## src/rtl/stop_wake_pkg.sv

```systemverilog
package stop_wake_pkg;

  typedef enum logic [1:0] {
    ST_RUN       = 2'b00,
    ST_STOPPED   = 2'b01,
    ST_STABILIZE = 2'b10,
    ST_RELEASE   = 2'b11
  } wakeState_e;

  // strobes from the control FSM to the datapath
  typedef struct packed {
    logic captureSel;    // latch prescaler select at stop entry
    logic startStab;     // clear prescaler and interval counter
    logic stabRun;       // advance prescaler and interval counter
    logic startRelease;  // clear the release slot counter
    logic slotRun;       // advance the release slot counter
    logic fire;          // hand control back to the core
  } ctlStrobes_t;

endpackage

```

## src/rtl/stop_wake_sync.sv

```systemverilog
module stop_wake_sync #(
  parameter int WIDTH  = 4,
  parameter int STAGES = 2
) (
  input  logic             clk,
  input  logic             rstN,
  input  logic [WIDTH-1:0] asyncIn,
  output logic [WIDTH-1:0] syncOut
);

  logic [STAGES-1:0][WIDTH-1:0] chain;

  always_ff @(posedge clk or negedge rstN) begin
    if (!rstN) begin
      chain <= '0;
    end else begin
      chain[0] <= asyncIn;
      for (int s = 1; s < STAGES; s++) begin
        chain[s] <= chain[s-1];
      end
    end
  end

  assign syncOut = chain[STAGES-1];

endmodule

```

## src/rtl/stop_wake_datapath.sv

```systemverilog
module stop_wake_datapath
  import stop_wake_pkg::*;
#(
  parameter int NUM_IRQ   = 4,
  parameter int CNT_W     = 8,
  parameter int SEL_W     = 2,
  parameter int NOP_SLOTS = 2
) (
  input  logic               clk,
  input  logic               rstN,
  input  ctlStrobes_t        strobes,
  input  logic [SEL_W-1:0]   prescSel,
  input  logic               masterIe,
  input  logic [NUM_IRQ-1:0] irqSynced,
  input  logic [NUM_IRQ-1:0] irqEnable,
  output logic               pending,
  output logic               stabDone,
  output logic               slotsDone,
  output logic               vectorReq,
  output logic               resumeReq
);

  localparam int PRE_W  = (1 << SEL_W) - 1;
  localparam int SLOT_W = (NOP_SLOTS > 1) ? $clog2(NOP_SLOTS) : 1;

  logic [SEL_W-1:0]  selHeld;
  logic [PRE_W-1:0]  presc;
  logic [PRE_W-1:0]  divM1;
  logic [CNT_W-1:0]  intCnt;
  logic [SLOT_W-1:0] slotCnt;
  logic              presTick;

  assign pending = |(irqSynced & irqEnable);

  // divide ratio latched when stop is accepted, frozen afterwards
  always_ff @(posedge clk or negedge rstN) begin
    if (!rstN)                   selHeld <= '0;
    else if (strobes.captureSel) selHeld <= prescSel;
  end

  always_comb divM1 = PRE_W'((32'd1 << selHeld) - 32'd1);
  assign presTick = (presc == divM1);

  // prescaler and interval counter
  always_ff @(posedge clk or negedge rstN) begin
    if (!rstN) begin
      presc  <= '0;
      intCnt <= '0;
    end else if (strobes.startStab) begin
      presc  <= '0;
      intCnt <= '0;
    end else if (strobes.stabRun) begin
      if (presTick) begin
        presc  <= '0;
        intCnt <= intCnt + 1'b1;
      end else begin
        presc <= presc + 1'b1;
      end
    end
  end

  assign stabDone = presTick && (intCnt == {CNT_W{1'b1}});

  // release slot counter
  always_ff @(posedge clk or negedge rstN) begin
    if (!rstN)                          slotCnt <= '0;
    else if (strobes.startRelease)      slotCnt <= '0;
    else if (strobes.slotRun && !slotsDone) slotCnt <= slotCnt + 1'b1;
  end

  assign slotsDone = (slotCnt == SLOT_W'(NOP_SLOTS - 1));

  // handback pulses
  always_ff @(posedge clk or negedge rstN) begin
    if (!rstN) begin
      vectorReq <= 1'b0;
      resumeReq <= 1'b0;
    end else begin
      vectorReq <= strobes.fire && masterIe;
      resumeReq <= strobes.fire && !masterIe;
    end
  end

  p_sel_frozen_r5: assert property (@(posedge clk) disable iff (!rstN)
    strobes.stabRun |-> $stable(selHeld));

  p_cnt_rises_r5: assert property (@(posedge clk) disable iff (!rstN)
    (strobes.stabRun && !stabDone) |=> (intCnt >= $past(intCnt)));

  p_pulse_excl_r7: assert property (@(posedge clk) disable iff (!rstN)
    !(vectorReq && resumeReq));

  p_vec_single_r7: assert property (@(posedge clk) disable iff (!rstN)
    (vectorReq || resumeReq) |=> !(vectorReq || resumeReq));

endmodule

```

## src/rtl/stop_wake_ctrl.sv

```systemverilog
module stop_wake_ctrl
  import stop_wake_pkg::*;
(
  input  logic        clk,
  input  logic        rstN,
  input  logic        stopReq,
  input  logic        wakeCtlBit,
  input  logic        pending,
  input  logic        stabDone,
  input  logic        slotsDone,
  output ctlStrobes_t strobes,
  output logic        oscEn,
  output logic        coreClkEn,
  output logic [1:0]  wakeState
);

  wakeState_e state, stateNext;

  always_ff @(posedge clk or negedge rstN) begin
    if (!rstN) state <= ST_RUN;
    else       state <= stateNext;
  end

  always_comb begin
    stateNext = state;
    strobes   = '0;
    unique case (state)
      ST_RUN: begin
        if (stopReq && !wakeCtlBit) begin
          strobes.captureSel = 1'b1;
          if (pending) begin
            stateNext            = ST_RELEASE;
            strobes.startRelease = 1'b1;
          end else begin
            stateNext = ST_STOPPED;
          end
        end
      end
      ST_STOPPED: begin
        if (pending) begin
          stateNext         = ST_STABILIZE;
          strobes.startStab = 1'b1;
        end
      end
      ST_STABILIZE: begin
        strobes.stabRun = 1'b1;
        if (stabDone) begin
          stateNext            = ST_RELEASE;
          strobes.startRelease = 1'b1;
        end
      end
      ST_RELEASE: begin
        strobes.slotRun = 1'b1;
        if (slotsDone) begin
          stateNext    = ST_RUN;
          strobes.fire = 1'b1;
        end
      end
      default: stateNext = ST_RUN;
    endcase
  end

  assign oscEn     = (state != ST_STOPPED);
  assign coreClkEn = (state == ST_RUN);
  assign wakeState = state;

  p_wake_bit_blocks_r3: assert property (@(posedge clk) disable iff (!rstN)
    (state == ST_RUN && stopReq && wakeCtlBit) |=> (wakeState == 2'b00));

  p_stop_hold_r4: assert property (@(posedge clk) disable iff (!rstN)
    (state == ST_STOPPED && !pending) |=> (wakeState == 2'b01 && !oscEn));

  p_stab_hold_r5: assert property (@(posedge clk) disable iff (!rstN)
    (state == ST_STABILIZE && !stabDone) |=> (wakeState == 2'b10 && !coreClkEn));

  p_release_entry_r6: assert property (@(posedge clk) disable iff (!rstN)
    (state == ST_STABILIZE && stabDone) |=> (wakeState == 2'b11 && !coreClkEn));

  p_skip_stop_r8: assert property (@(posedge clk) disable iff (!rstN)
    (state == ST_RUN && stopReq && !wakeCtlBit && pending) |=> (wakeState == 2'b11));

endmodule

```

## src/rtl/stop_wake_unit.sv

```systemverilog
module stop_wake_unit
  import stop_wake_pkg::*;
#(
  parameter int NUM_IRQ     = 4,
  parameter int CNT_W       = 8,
  parameter int SEL_W       = 2,
  parameter int NOP_SLOTS   = 2,
  parameter int SYNC_STAGES = 2
) (
  input  logic               clk,
  input  logic               rstN,
  input  logic               stopReq,
  input  logic               wakeCtlBit,
  input  logic [SEL_W-1:0]   prescSel,
  input  logic [NUM_IRQ-1:0] extIrq,
  input  logic [NUM_IRQ-1:0] irqEnable,
  input  logic               masterIe,
  output logic               oscEn,
  output logic               coreClkEn,
  output logic               vectorReq,
  output logic               resumeReq,
  output logic [1:0]         wakeState
);

  ctlStrobes_t        strobes;
  logic [NUM_IRQ-1:0] irqSynced;
  logic               pending;
  logic               stabDone;
  logic               slotsDone;

  stop_wake_sync #(
    .WIDTH  (NUM_IRQ),
    .STAGES (SYNC_STAGES)
  ) u_sync (
    .clk     (clk),
    .rstN    (rstN),
    .asyncIn (extIrq),
    .syncOut (irqSynced)
  );

  stop_wake_datapath #(
    .NUM_IRQ   (NUM_IRQ),
    .CNT_W     (CNT_W),
    .SEL_W     (SEL_W),
    .NOP_SLOTS (NOP_SLOTS)
  ) u_datapath (
    .clk       (clk),
    .rstN      (rstN),
    .strobes   (strobes),
    .prescSel  (prescSel),
    .masterIe  (masterIe),
    .irqSynced (irqSynced),
    .irqEnable (irqEnable),
    .pending   (pending),
    .stabDone  (stabDone),
    .slotsDone (slotsDone),
    .vectorReq (vectorReq),
    .resumeReq (resumeReq)
  );

  stop_wake_ctrl u_ctrl (
    .clk        (clk),
    .rstN       (rstN),
    .stopReq    (stopReq),
    .wakeCtlBit (wakeCtlBit),
    .pending    (pending),
    .stabDone   (stabDone),
    .slotsDone  (slotsDone),
    .strobes    (strobes),
    .oscEn      (oscEn),
    .coreClkEn  (coreClkEn),
    .wakeState  (wakeState)
  );

endmodule

```

## config.mk

```make
export PLATFORM = sky130hd
export DESIGN_NAME = stop_wake_unit
export DESIGN_NICKNAME = d
export VERILOG_FILES = /design/src/rtl/stop_wake_pkg.sv /design/src/rtl/stop_wake_sync.sv /design/src/rtl/stop_wake_datapath.sv /design/src/rtl/stop_wake_ctrl.sv /design/src/rtl/stop_wake_unit.sv
export SDC_FILE = /design/constraint.sdc
export NUM_CORES = 1
export LEC_CHECK = 0
export BUFFER_PORTS_ARGS = -buffer_cell sky130_fd_sc_hd__buf_2
export CAP_MARGIN = 20
export CORE_MARGIN = 4
export CORE_UTILIZATION = 45
export DETAILED_ROUTE_END_ITERATION = 8
export PLACE_DENSITY = 0.65
export RECOVER_POWER = 50
export SKIP_LAST_GASP = 1
export SLEW_MARGIN = 20
export SYNTH_ARGS = -nofsm -noshare
export SYNTH_HDL_FRONTEND = slang
export SYNTH_HIERARCHICAL = 1
export SYNTH_SLANG_ARGS = --single-unit
```

## constraint.sdc

```tcl
create_clock -name clk -period 2.2 [get_ports clk]
set_clock_uncertainty 0.1 [all_clocks]
set_input_delay 0.44 -clock clk [delete_from_list [all_inputs] [get_ports clk]]
set_output_delay 0.44 -clock clk [all_outputs]
set_load 0.02 [all_outputs]
```

==> results.yml, run 1 <==
critical_path:
  end_kind: "flip-flop"
  ff2ff_path_depth: 6
  cp_data_arrival_time_ns: 2.16
  r2r_slack_ns: 0.20
  r2r-end: "u_ctrl/wakeState[1]"
  critPathMaxFanout: 6
  cp.required_ns: 2.37
  r2r_start: "u_datapath/presc[1]"
  startpoint_type: "flip-flop"
  critPathKind: "flip-flop to flip-flop"
  startpoint: "u_datapath/presc[1]"
pwr:
  ir_drop_v: 0.0003066
  p_per_area_nw_per_um2: 547.5
  leakage_nw: 0.7209
outcome:
  outcome: "complete, no violations"
clock_tree:
  cts_setup_buffers: 0
  cts.sinks: 26
  root_buffer: "clkbuf_4"
  clk_pin_slew_worst_paths_ns: 0.15
  cts_tree: "yes"
  clk_latency_ns: 0.33
  cts_max_level: 1
  clockBufferDepth: 2
  cts_buffers: 3
floorplan:
  coreArea_sq_um: 2829
  ios: 21
  die_h_um: 63.23
  start_util: 0.4852
  rows: 19
  dieWidth_um: 63.23
  dieArea_sq_um: 3998
min_path:
  worstHoldStart: "extIrq[3]"
  hold_depth: 1
  whs_endpoint: "u_sync/chain[3]"
  hp-class: "input pin to flip-flop"
drt:
  routedWlPerCell_um: 13.51
  vias: 952
  antenna_left: 0
  via_per_inst: 5.379
  wl_um: 2391
  drc: 0
  first_pass_iters: 4
  drtIter0Drc: 39
global_routing:
  antenna_found_initial: 0
  use_met2: 0.2174
  grt.busiest_layer: "met2"
  met3_usage: 0.03197
  use_met1: 0.1608
  grt_max_degree: 27
  overflow: 0
  grt_pass1_wl_um: 4174
  grt_pass1_vias: 920
  gr-usage-all-layers: 0.1329
sta:
  hold_viol: 0
  maxSlewHeadroom: 0.07747
  worstMarginPinSlew_ns: 1.384
  finalCritPeriodShare: 0.9079
  fin_tns_setup_ns: 0
  fin_crit_ns: 1.997
  fin_hold_ws_ns: 0.1015
  setup_viol: 0
  final_max_slew_viol_count: 0
  rsz0062_at_grt: "false"
  setup_slack_ns: 0.2026
  fmax_ghz: 0.5007
synthesis:
  synthesis.nets: 147
  yosysUniqueCellTypes: 37
  syn-cell-area_sq_um: 1373
  syn_inst: 125
  ys_ff_latch: 26
  syn_area_per_cell_sq_um: 10.98
  async_flop_share: 1.000
  yosysWarningCount: 6
  ys_seq_area_frac: 0.4740
  synth_flop_cell: "dfrtp_1"
  synth-edff-count: 0
placement:
  gp_congestion: 0.7759
  io_buffers: 20
  dpl_worst_slack_ns: 0.1641
  dp_hpwl_um: 1788
final_layout:
  layout.nets: 169
  fin_util: 0.5484
  area_delta_synth_final_pct: 13.04
  drive_above_1_share: 0.2877
  diodes: 0
run:
  maxCapViolCount: 0
routing by layer:
metal / vias to the layer above / routed length (um)
li1: 480 / -
met1: 450 / 1115
met2: 18 / 1128
met3: 4 / 102
met4: 0 / 46
met5: - / 0
stage by stage:
stage,cells,cell area (sq um),power [mW]
final,177,1551,0.8494
after global routing,177,1551,0.8869
after CTS,177,1548,0.8635
after detailed placement,172,1485,0.5234
after global placement,172,1485,0.5225
after floorplan,125,1373,0.5053
cell usage after synthesis, types with 2 or more instances:
library cell  instances  share of area
inv_1                 4          0.011
ha_1                  7          0.064
nand3_1               6          0.022
dfrtp_1              26           0.47
mux2i_1               3          0.022
o211ai_2              2          0.018
mux2_2                7          0.057
and2_1                5          0.023
nor2_1               10          0.027
buf_4                 4          0.022
nand2b_1              3          0.014
nand2_1               7          0.019
nand4_1               2         0.0091
a22oi_1               2          0.011
a21oi_1               8          0.029
nor2b_1               8          0.036
where the power goes:
part / internal [mW] / leakage (nW) / total [mW] / switching [mW]
clock network: 0.184 / 0.0279 / 0.335 / 0.151
registers: 0.485 / 0.310 / 0.487 / 0.00196
logic: 0.0121 / 0.383 / 0.0268 / 0.0147
flip-flops by register name, summed over array words and instances (netlist names):
register              cells
u_datapath/resumeReq      1
u_sync/syncOut            4
u_datapath/selHeld        2
u_datapath/slotsDone      1
u_datapath/vectorReq      1
u_sync/chain              4
u_datapath/presc          3
u_ctrl/wakeState          2
u_datapath/intCnt         8
cell type report:
type / instances / area [sq um]
clock buffer: 3 / 22.52
clock inverter: 1 / 30.03
fill: 253 / 1277
inverter: 5 / 18.77
multi-input combinational: 89 / 674.4
sequential: 26 / 650.6
tap: 31 / 38.79
timing repair buffer: 22 / 116.4
layout by cell type, fill, tap and decap left out, types with 2 or more instances in the layout:
cell type  instances
dfrtp_1           26
buf_2             19
nor2_1            10
nor2b_1            8
a21oi_1            8
nand2_1            7
ha_1               7
mux2_2             7
nand3_1            6
and2_1             5
inv_1              4
clkbuf_4           3
nand2b_1           3
mux2i_1            3
a22oi_1            2
nand4_1            2
a211oi_2           2
o211ai_2           2
worst max path at each step:
stage	endpoint	cells after the start	slack, ns
6_report	u_ctrl/wakeState[1]	6	0.20
3_5_place_dp	u_ctrl/wakeState[1]	6	0.16
4_1_cts	u_ctrl/wakeState[1]	6	0.13
5_1_grt	u_datapath/presc[1]	2	0.04
2_1_floorplan	u_datapath/intCnt[7]	6	0.16
3_3_place_gp	u_ctrl/wakeState[1]	6	0.21
what timing repair did:
item | CTS | global route
endpoints found under the setup margin | 0 | 2
hold buffers | 1 | 0
hold endpoints to repair | 26 | 0
gates resized for setup | 0 | 1
cell families after synthesis:
family                   synth area share
AND/OR/NAND/NOR                    0.2024
AO/OA/AOI/OAI                      0.1222
multiplexers                      0.08751
flip-flops                         0.4740
adder cells (fa/ha/maj)           0.06381
XOR/XNOR                          0.01185
buffers and inverters             0.03828
critical path, cell delays in order, from the launching register on:
cell and delay [ns]:
dfrtp_1 0.50, nor3_2 0.28, o21ai_0 0.26, a211oi_2 0.26, nand2b_1 0.13, o2111a_1 0.21, mux2i_1 0.19
No activity file was read; power rests on OpenSTA's default activity.
==> inputs of run 2 (changes only) <==
--- a/config.mk
+++ b/config.mk
@@ -9,6 +9,7 @@
 export CAP_MARGIN = 20
 export CORE_MARGIN = 4
 export CORE_UTILIZATION = 45
+export CTS_CLUSTER_DIAMETER = 80
 export DETAILED_ROUTE_END_ITERATION = 8
 export PLACE_DENSITY = 0.65
 export RECOVER_POWER = 50
@@ -16,5 +17,5 @@
 export SLEW_MARGIN = 20
 export SYNTH_ARGS = -nofsm -noshare
 export SYNTH_HDL_FRONTEND = slang
-export SYNTH_HIERARCHICAL = 1
 export SYNTH_SLANG_ARGS = --single-unit
+export TNS_END_PERCENT = 5
==> results.yml, run 2 <==
critical_path:
  critPathMaxFanout: 11
  r2r-end: "u_datapath.intCnt[7]"
  cp.required_ns: 2.35
  r2r_start: "u_ctrl.wakeState[0]"
  critPathKind: "flip-flop to flip-flop"
  startpoint_type: "flip-flop"
  ff2ff_path_depth: 6
  end_kind: "flip-flop"
  r2r_slack_ns: 0.06
  cp_data_arrival_time_ns: 2.29
synthesis:
  synthTopCellsByCount: "dfrtp_1 (26), nand2_1 (14)"
  ys_seq_area_frac: 0.4806
  ys_ff_latch: 26
  yosysMostFrequentCell: "dfrtp_1"
  synthesis.nets: 146
  yosysTopAreaCellShare: 0.4806
  synth_flop_cell: "dfrtp_1"
  async_flop_share: 1.000
  yosysWarningCount: 0
  yosys.area.top_type: "dfrtp_1"
  syn_inst: 125
  synth-edff-count: 0
  synth.top_cells.by_area: "dfrtp_1 (48%), ha_1 (5.5%), mux2i_1 (5.2%), nand2_1 (3.9%), nand2b_1 (3.2%)"
  syn-cell-area_sq_um: 1354
  yosysUniqueCellTypes: 37
  syn_area_per_cell_sq_um: 10.83
drt:
  antenna_left: 0
  first_pass_iters: 4
  vias: 991
  routedWlPerCell_um: 13.31
  via_per_inst: 5.475
  drc: 0
  drtIter0Drc: 40
  wl_um: 2409
clock_tree:
  cts_max_level: 1
  cts_tree: "yes"
  clk_pin_slew_worst_paths_ns: 0.14
  clockBufferDepth: 2
  cts_buffers: 3
  cts_resized: 0
  cts_setup_buffers: 0
  cts.sinks: 26
  clk_latency_ns: 0.32
  root_buffer: "clkbuf_4"
sta:
  fmax_ghz: 0.4668
  fin_crit_ns: 2.142
  maxSlewHeadroom: 0.5676
  worstMarginPinSlew_ns: 0.6486
  finalCritPeriodShare: 0.9737
  rsz0062_at_grt: "true"
  hold_viol: 0
  setup_viol: 0
  final_max_slew_viol_count: 0
final_layout:
  drive_above_1_share: 0.2667
  largest_reg_flops: 8
  final_cell_mix: "dfrtp_1 (25), buf_2 (19), nand2_1 (14)"
  fin_util: 0.5562
  area_delta_synth_final_pct: 15.25
  layout.nets: 172
  final_common_cell: "dfrtp_1"
  top_register: "u_datapath.intCnt"
  diodes: 0
floorplan:
  coreArea_sq_um: 2805
  dieArea_sq_um: 3950
  ios: 21
  start_util: 0.4826
  die_h_um: 62.85
  rows: 19
  dieWidth_um: 62.85
pwr:
  p_seq_frac: 0.580
  intPower_mw: 0.6821
  combPwrFrac: 0.035
  power.switching_mw: 0.1566
  p_per_area_nw_per_um2: 537.5
  finalPower_mw: 0.8387
  switching_share: 0.1867
  leakage_nw: 0.7463
  ir_drop_v: 0.0002520
  clock_power_share: 0.385
min_path:
  hp-class: "input pin to flip-flop"
  worstHoldStart: "extIrq[3]"
  whs_endpoint: "u_sync.chain[3]"
  hold_depth: 1
global_routing:
  antenna_found_initial: 0
  grt_pass1_vias: 919
  overflow: 0
  grt_pass1_wl_um: 4015
  gr-usage-all-layers: 0.1271
  grt_max_degree: 27
placement:
  dp_hpwl_um: 1863
  io_buffers: 20
  gp_congestion: 0.7826
outcome:
  outcome: "complete, no violations"
run:
  maxCapViolCount: 0
run 2: stage by stage:
step | instance area (sq um) | TNS [ns] | instances | hold WS [ns] | setup WS, ns
final | 1560 | 0 | 181 | 0.1108 | 0.05791
after global routing | 1560 | -0.04537 | 181 | 0.07563 | -0.02755
after CTS | 1560 | 0 | 181 | 0.08610 | 0.04517
after detailed placement | 1498 | 0 | 176 | 0.2347 | 0.08549
after global placement | 1498 | 0 | 176 | 0.2318 | 0.1396
after floorplan | 1355 | 0 | 125 | 0.04441 | 0.01937
run 2: area by class of cell:
| cell class | count | area (sq um) |
|---|---|---|
| fillers | 259 | 1245 |
| multi-input cells | 91 | 665.6 |
| flip-flops and latches | 26 | 651.9 |
| repair buffers | 24 | 132.6 |
| well taps | 31 | 38.79 |
| clock inverters | 1 | 30.03 |
| clock buffers | 3 | 22.52 |
| inverters | 5 | 18.77 |
run 2: worst max-delay path by stage:
| stage | end | start | cells after the start | slack [ns] |
|---|---|---|---|---|
| final | u_datapath.intCnt[7] | u_ctrl.wakeState[0] | 6 | 0.06 |
| after CTS | u_datapath.intCnt[7] | u_ctrl.wakeState[0] | 6 | 0.05 |
| after detailed placement | u_datapath.intCnt[7] | u_ctrl.wakeState[0] | 6 | 0.09 |
| after floorplan | u_datapath.intCnt[6] | u_ctrl.wakeState[0] | 7 | 0.02 |
| after global routing | u_datapath.intCnt[7] | u_ctrl.wakeState[0] | 6 | -0.03 |
| after global placement | u_datapath.intCnt[7] | u_ctrl.wakeState[0] | 6 | 0.14 |
run 2: power by group through the flow:
stage	Combinational [mW]	Sequential, mW	Clock, mW
global route	0.0343	0.488	0.356
finish	0.0291	0.487	0.323
detailed placement	0.0289	0.496	0
CTS	0.0302	0.487	0.342
global placement	0.0283	0.496	0
floorplan	0.00603	0.496	0
run 2: worst max-delay path, stage by stage, from the launching register on:
cell	delay, ns
dfrtp_2	0.46
inv_1	0.11
ha_1	0.17
inv_1	0.05
or4_4	0.60
a2111oi_2	0.36
mux2i_1	0.22
run 2: per-layer routing:
metal,up-vias,share of wire,routed length [um],GRT usage
li1,504,-,-,-
met1,467,0.46,1116,0.1583
met2,16,0.48,1160,0.2130
met3,4,0.039,94,0.02338
met4,0,0.016,38,0.05785
met5,-,0,0,0
run 2: timing repair:
item                                    in CTS  in global routing
endpoints found under the setup margin       0                  2
hold endpoints to repair                    15                  0
hold buffers                                 1                  0
run 2: logic make-up after synthesis:
family          after synthesis  share of synthesized area
xor+xnor                      2                    0.01294
buf+inv                       8                    0.02773
simple gates                 45                     0.1774
compound gates               29                     0.1774
mux                           9                    0.06839
fa+ha+maj                     6                    0.05545
flops                        26                     0.4806
==> inputs of run 3 (changes only) <==
--- a/config.mk
+++ b/config.mk
@@ -7,11 +7,13 @@
 export LEC_CHECK = 0
 export BUFFER_PORTS_ARGS = -buffer_cell sky130_fd_sc_hd__buf_2
 export CAP_MARGIN = 20
+export CELL_PAD_IN_SITES_DETAIL_PLACEMENT = 0
+export CELL_PAD_IN_SITES_GLOBAL_PLACEMENT = 2
 export CORE_MARGIN = 4
-export CORE_UTILIZATION = 45
+export CORE_UTILIZATION = 36
 export CTS_CLUSTER_DIAMETER = 80
 export DETAILED_ROUTE_END_ITERATION = 8
-export PLACE_DENSITY = 0.65
+export PLACE_DENSITY = 0.77
 export RECOVER_POWER = 50
 export SKIP_LAST_GASP = 1
 export SLEW_MARGIN = 20
==> results.yml, run 3 (synthesis results as in run 2) <==
global_routing:
  grt_pass1_vias: 1002
  gr-usage-all-layers: 0.1150
  grt_pass1_wl_um: 4512
  antenna_found_initial: 0
  overflow: 0
  grt_max_degree: 27
final_layout:
  fin_area_sq_um: 1609
  area_delta_synth_final_pct: 18.85
  drive_above_1_share: 0.2667
  diodes: 0
  final_cell_mix: "dfrtp_1 (25), buf_2 (19), nand2_1 (14)"
  layout.nets: 172
  top_register: "u_datapath.intCnt"
  largest_reg_flops: 8
  final_common_cell: "dfrtp_1"
sta:
  maxSlewHeadroom: 0.06594
  rsz0062_at_grt: "false"
  hold_viol: 0
  fmax_ghz: 0.4837
  fin_crit_ns: 2.067
  fin_tns_setup_ns: 0
  finalCritPeriodShare: 0.9397
  final_max_slew_viol_count: 0
  worstMarginPinSlew_ns: 1.401
  setup_viol: 0
drt:
  first_pass_iters: 4
  drc: 0
  vias: 1037
  routedWlPerCell_um: 13.27
  antenna_left: 0
  drtIter0Drc: 36
  wl_um: 2627
  via_per_inst: 5.237
critical_path:
  ff2ff_path_depth: 6
  end_kind: "flip-flop"
  cp.required_ns: 2.30
  cp_common_cell: "inv_1"
  critPathMaxFanout: 10
  critPathBufInv: 2
  cp_data_arrival_time_ns: 2.17
  r2r-end: "u_datapath.intCnt[7]"
  r2r_slack_ns: 0.13
  critPathKind: "flip-flop to flip-flop"
  cp_slowest_cell: "or4_4"
  r2r_start: "u_ctrl.wakeState[0]"
  cp_top_family: "simple AND/OR/NAND/NOR gates"
  startpoint_type: "flip-flop"
  cp_slowest_stage_delay_ns: 0.57
  cp_cell_sequence: "inv_1 -> ha_1 -> inv_1 -> or4_4 -> a2111oi_4 -> mux2i_1"
min_path:
  worstHoldStart: "extIrq[3]"
  whs_endpoint: "u_sync.chain[3]"
  hp-class: "input pin to flip-flop"
  hold_depth: 1
floorplan:
  dieWidth_um: 69.33
  rows: 22
  coreArea_sq_um: 3661
  start_util: 0.3698
  die_h_um: 69.33
  ios: 21
  dieArea_sq_um: 4806
clock_tree:
  clk_latency_ns: 0.27
  clk_pin_slew_worst_paths_ns: 0.09
  clockBufferDepth: 2
  cts.sinks: 26
  cts_max_level: 1
  root_buffer: "clkbuf_8"
  cts_buffers: 3
  cts_tree: "yes"
pwr:
  p_per_area_nw_per_um2: 568.7
  leakage_nw: 0.7511
  ir_drop_v: 0.0003038
run:
  maxCapViolCount: 0
outcome:
  outcome: "complete, no violations"
placement:
  gp_congestion: 0.8397
  dpl_cell_area_sq_um: 1519
  dp_hpwl_um: 1982
  io_buffers: 20
==> run 3: power by group <==
| part | internal [mW] | switching (mW) |
|---|---|---|
| clock | 0.244 | 0.157 |
| sequential | 0.485 | 0.00183 |
| combinational | 0.0113 | 0.0168 |
==> run 3: worst max-delay path by stage <==
| stage | slack [ns] | endpoint | depth (start not counted) | start |
|---|---|---|---|---|
| global route | 0.002 | u_datapath.intCnt[7] | 6 | u_ctrl.wakeState[0] |
| CTS | 0.05 | u_datapath.intCnt[7] | 6 | u_ctrl.wakeState[0] |
| global placement | 0.11 | u_datapath.intCnt[7] | 6 | u_ctrl.wakeState[0] |
| detailed placement | 0.08 | u_datapath.intCnt[7] | 6 | u_ctrl.wakeState[0] |
| finish | 0.13 | u_datapath.intCnt[7] | 6 | u_ctrl.wakeState[0] |
| floorplan | 0.02 | u_datapath.intCnt[6] | 7 | u_ctrl.wakeState[0] |
==> run 3: final cells by class <==
| type | instances | area (sq um) |
|---|---|---|
| Clock buffer | 3 | 41.29 |
| Timing Repair Buffer | 24 | 128.9 |
| Tap cell | 48 | 60.06 |
| Multi-Input combinational cell | 91 | 678.2 |
| Inverter | 5 | 18.77 |
| Fill cell | 363 | 2052 |
| Clock inverter | 1 | 30.03 |
| Sequential cell | 26 | 651.9 |
==> run 3: what timing repair did <==
action | 4_1_cts | 5_1_grt
setup buffers | 0 | 1
setup endpoints to repair | 0 | 3
gates resized for setup | 0 | 1
endpoints found under the hold margin | 0 | 0
hold buffers | 0 | 0
==> run 3: metrics by stage <==
step                      total power, mW  instances    util  setup slack (ns)  hold WS (ns)
final                              0.9151        198  0.4395            0.1327        0.1680
after floorplan                    0.5018        125       -           0.01937       0.04441
after global routing               0.9577        198  0.4395          0.001812        0.1473
after global placement             0.5246        193  0.4149            0.1122        0.2318
after CTS                          0.9299        197  0.4344           0.05482       0.08261
after detailed placement           0.5263        193  0.4149           0.07650        0.2365
==> run 3: layer usage <==
layer | part of all wire | track usage | routed length (um) | up-vias
met3 | 0.039 | 0.03188 | 103 | 5
met5 | 0 | 0 | 0 | -
met1 | 0.47 | 0.1487 | 1237 | 508
met4 | 0.013 | 0.03905 | 35 | 0
li1 | - | - | - | 506
met2 | 0.48 | 0.1843 | 1251 | 18
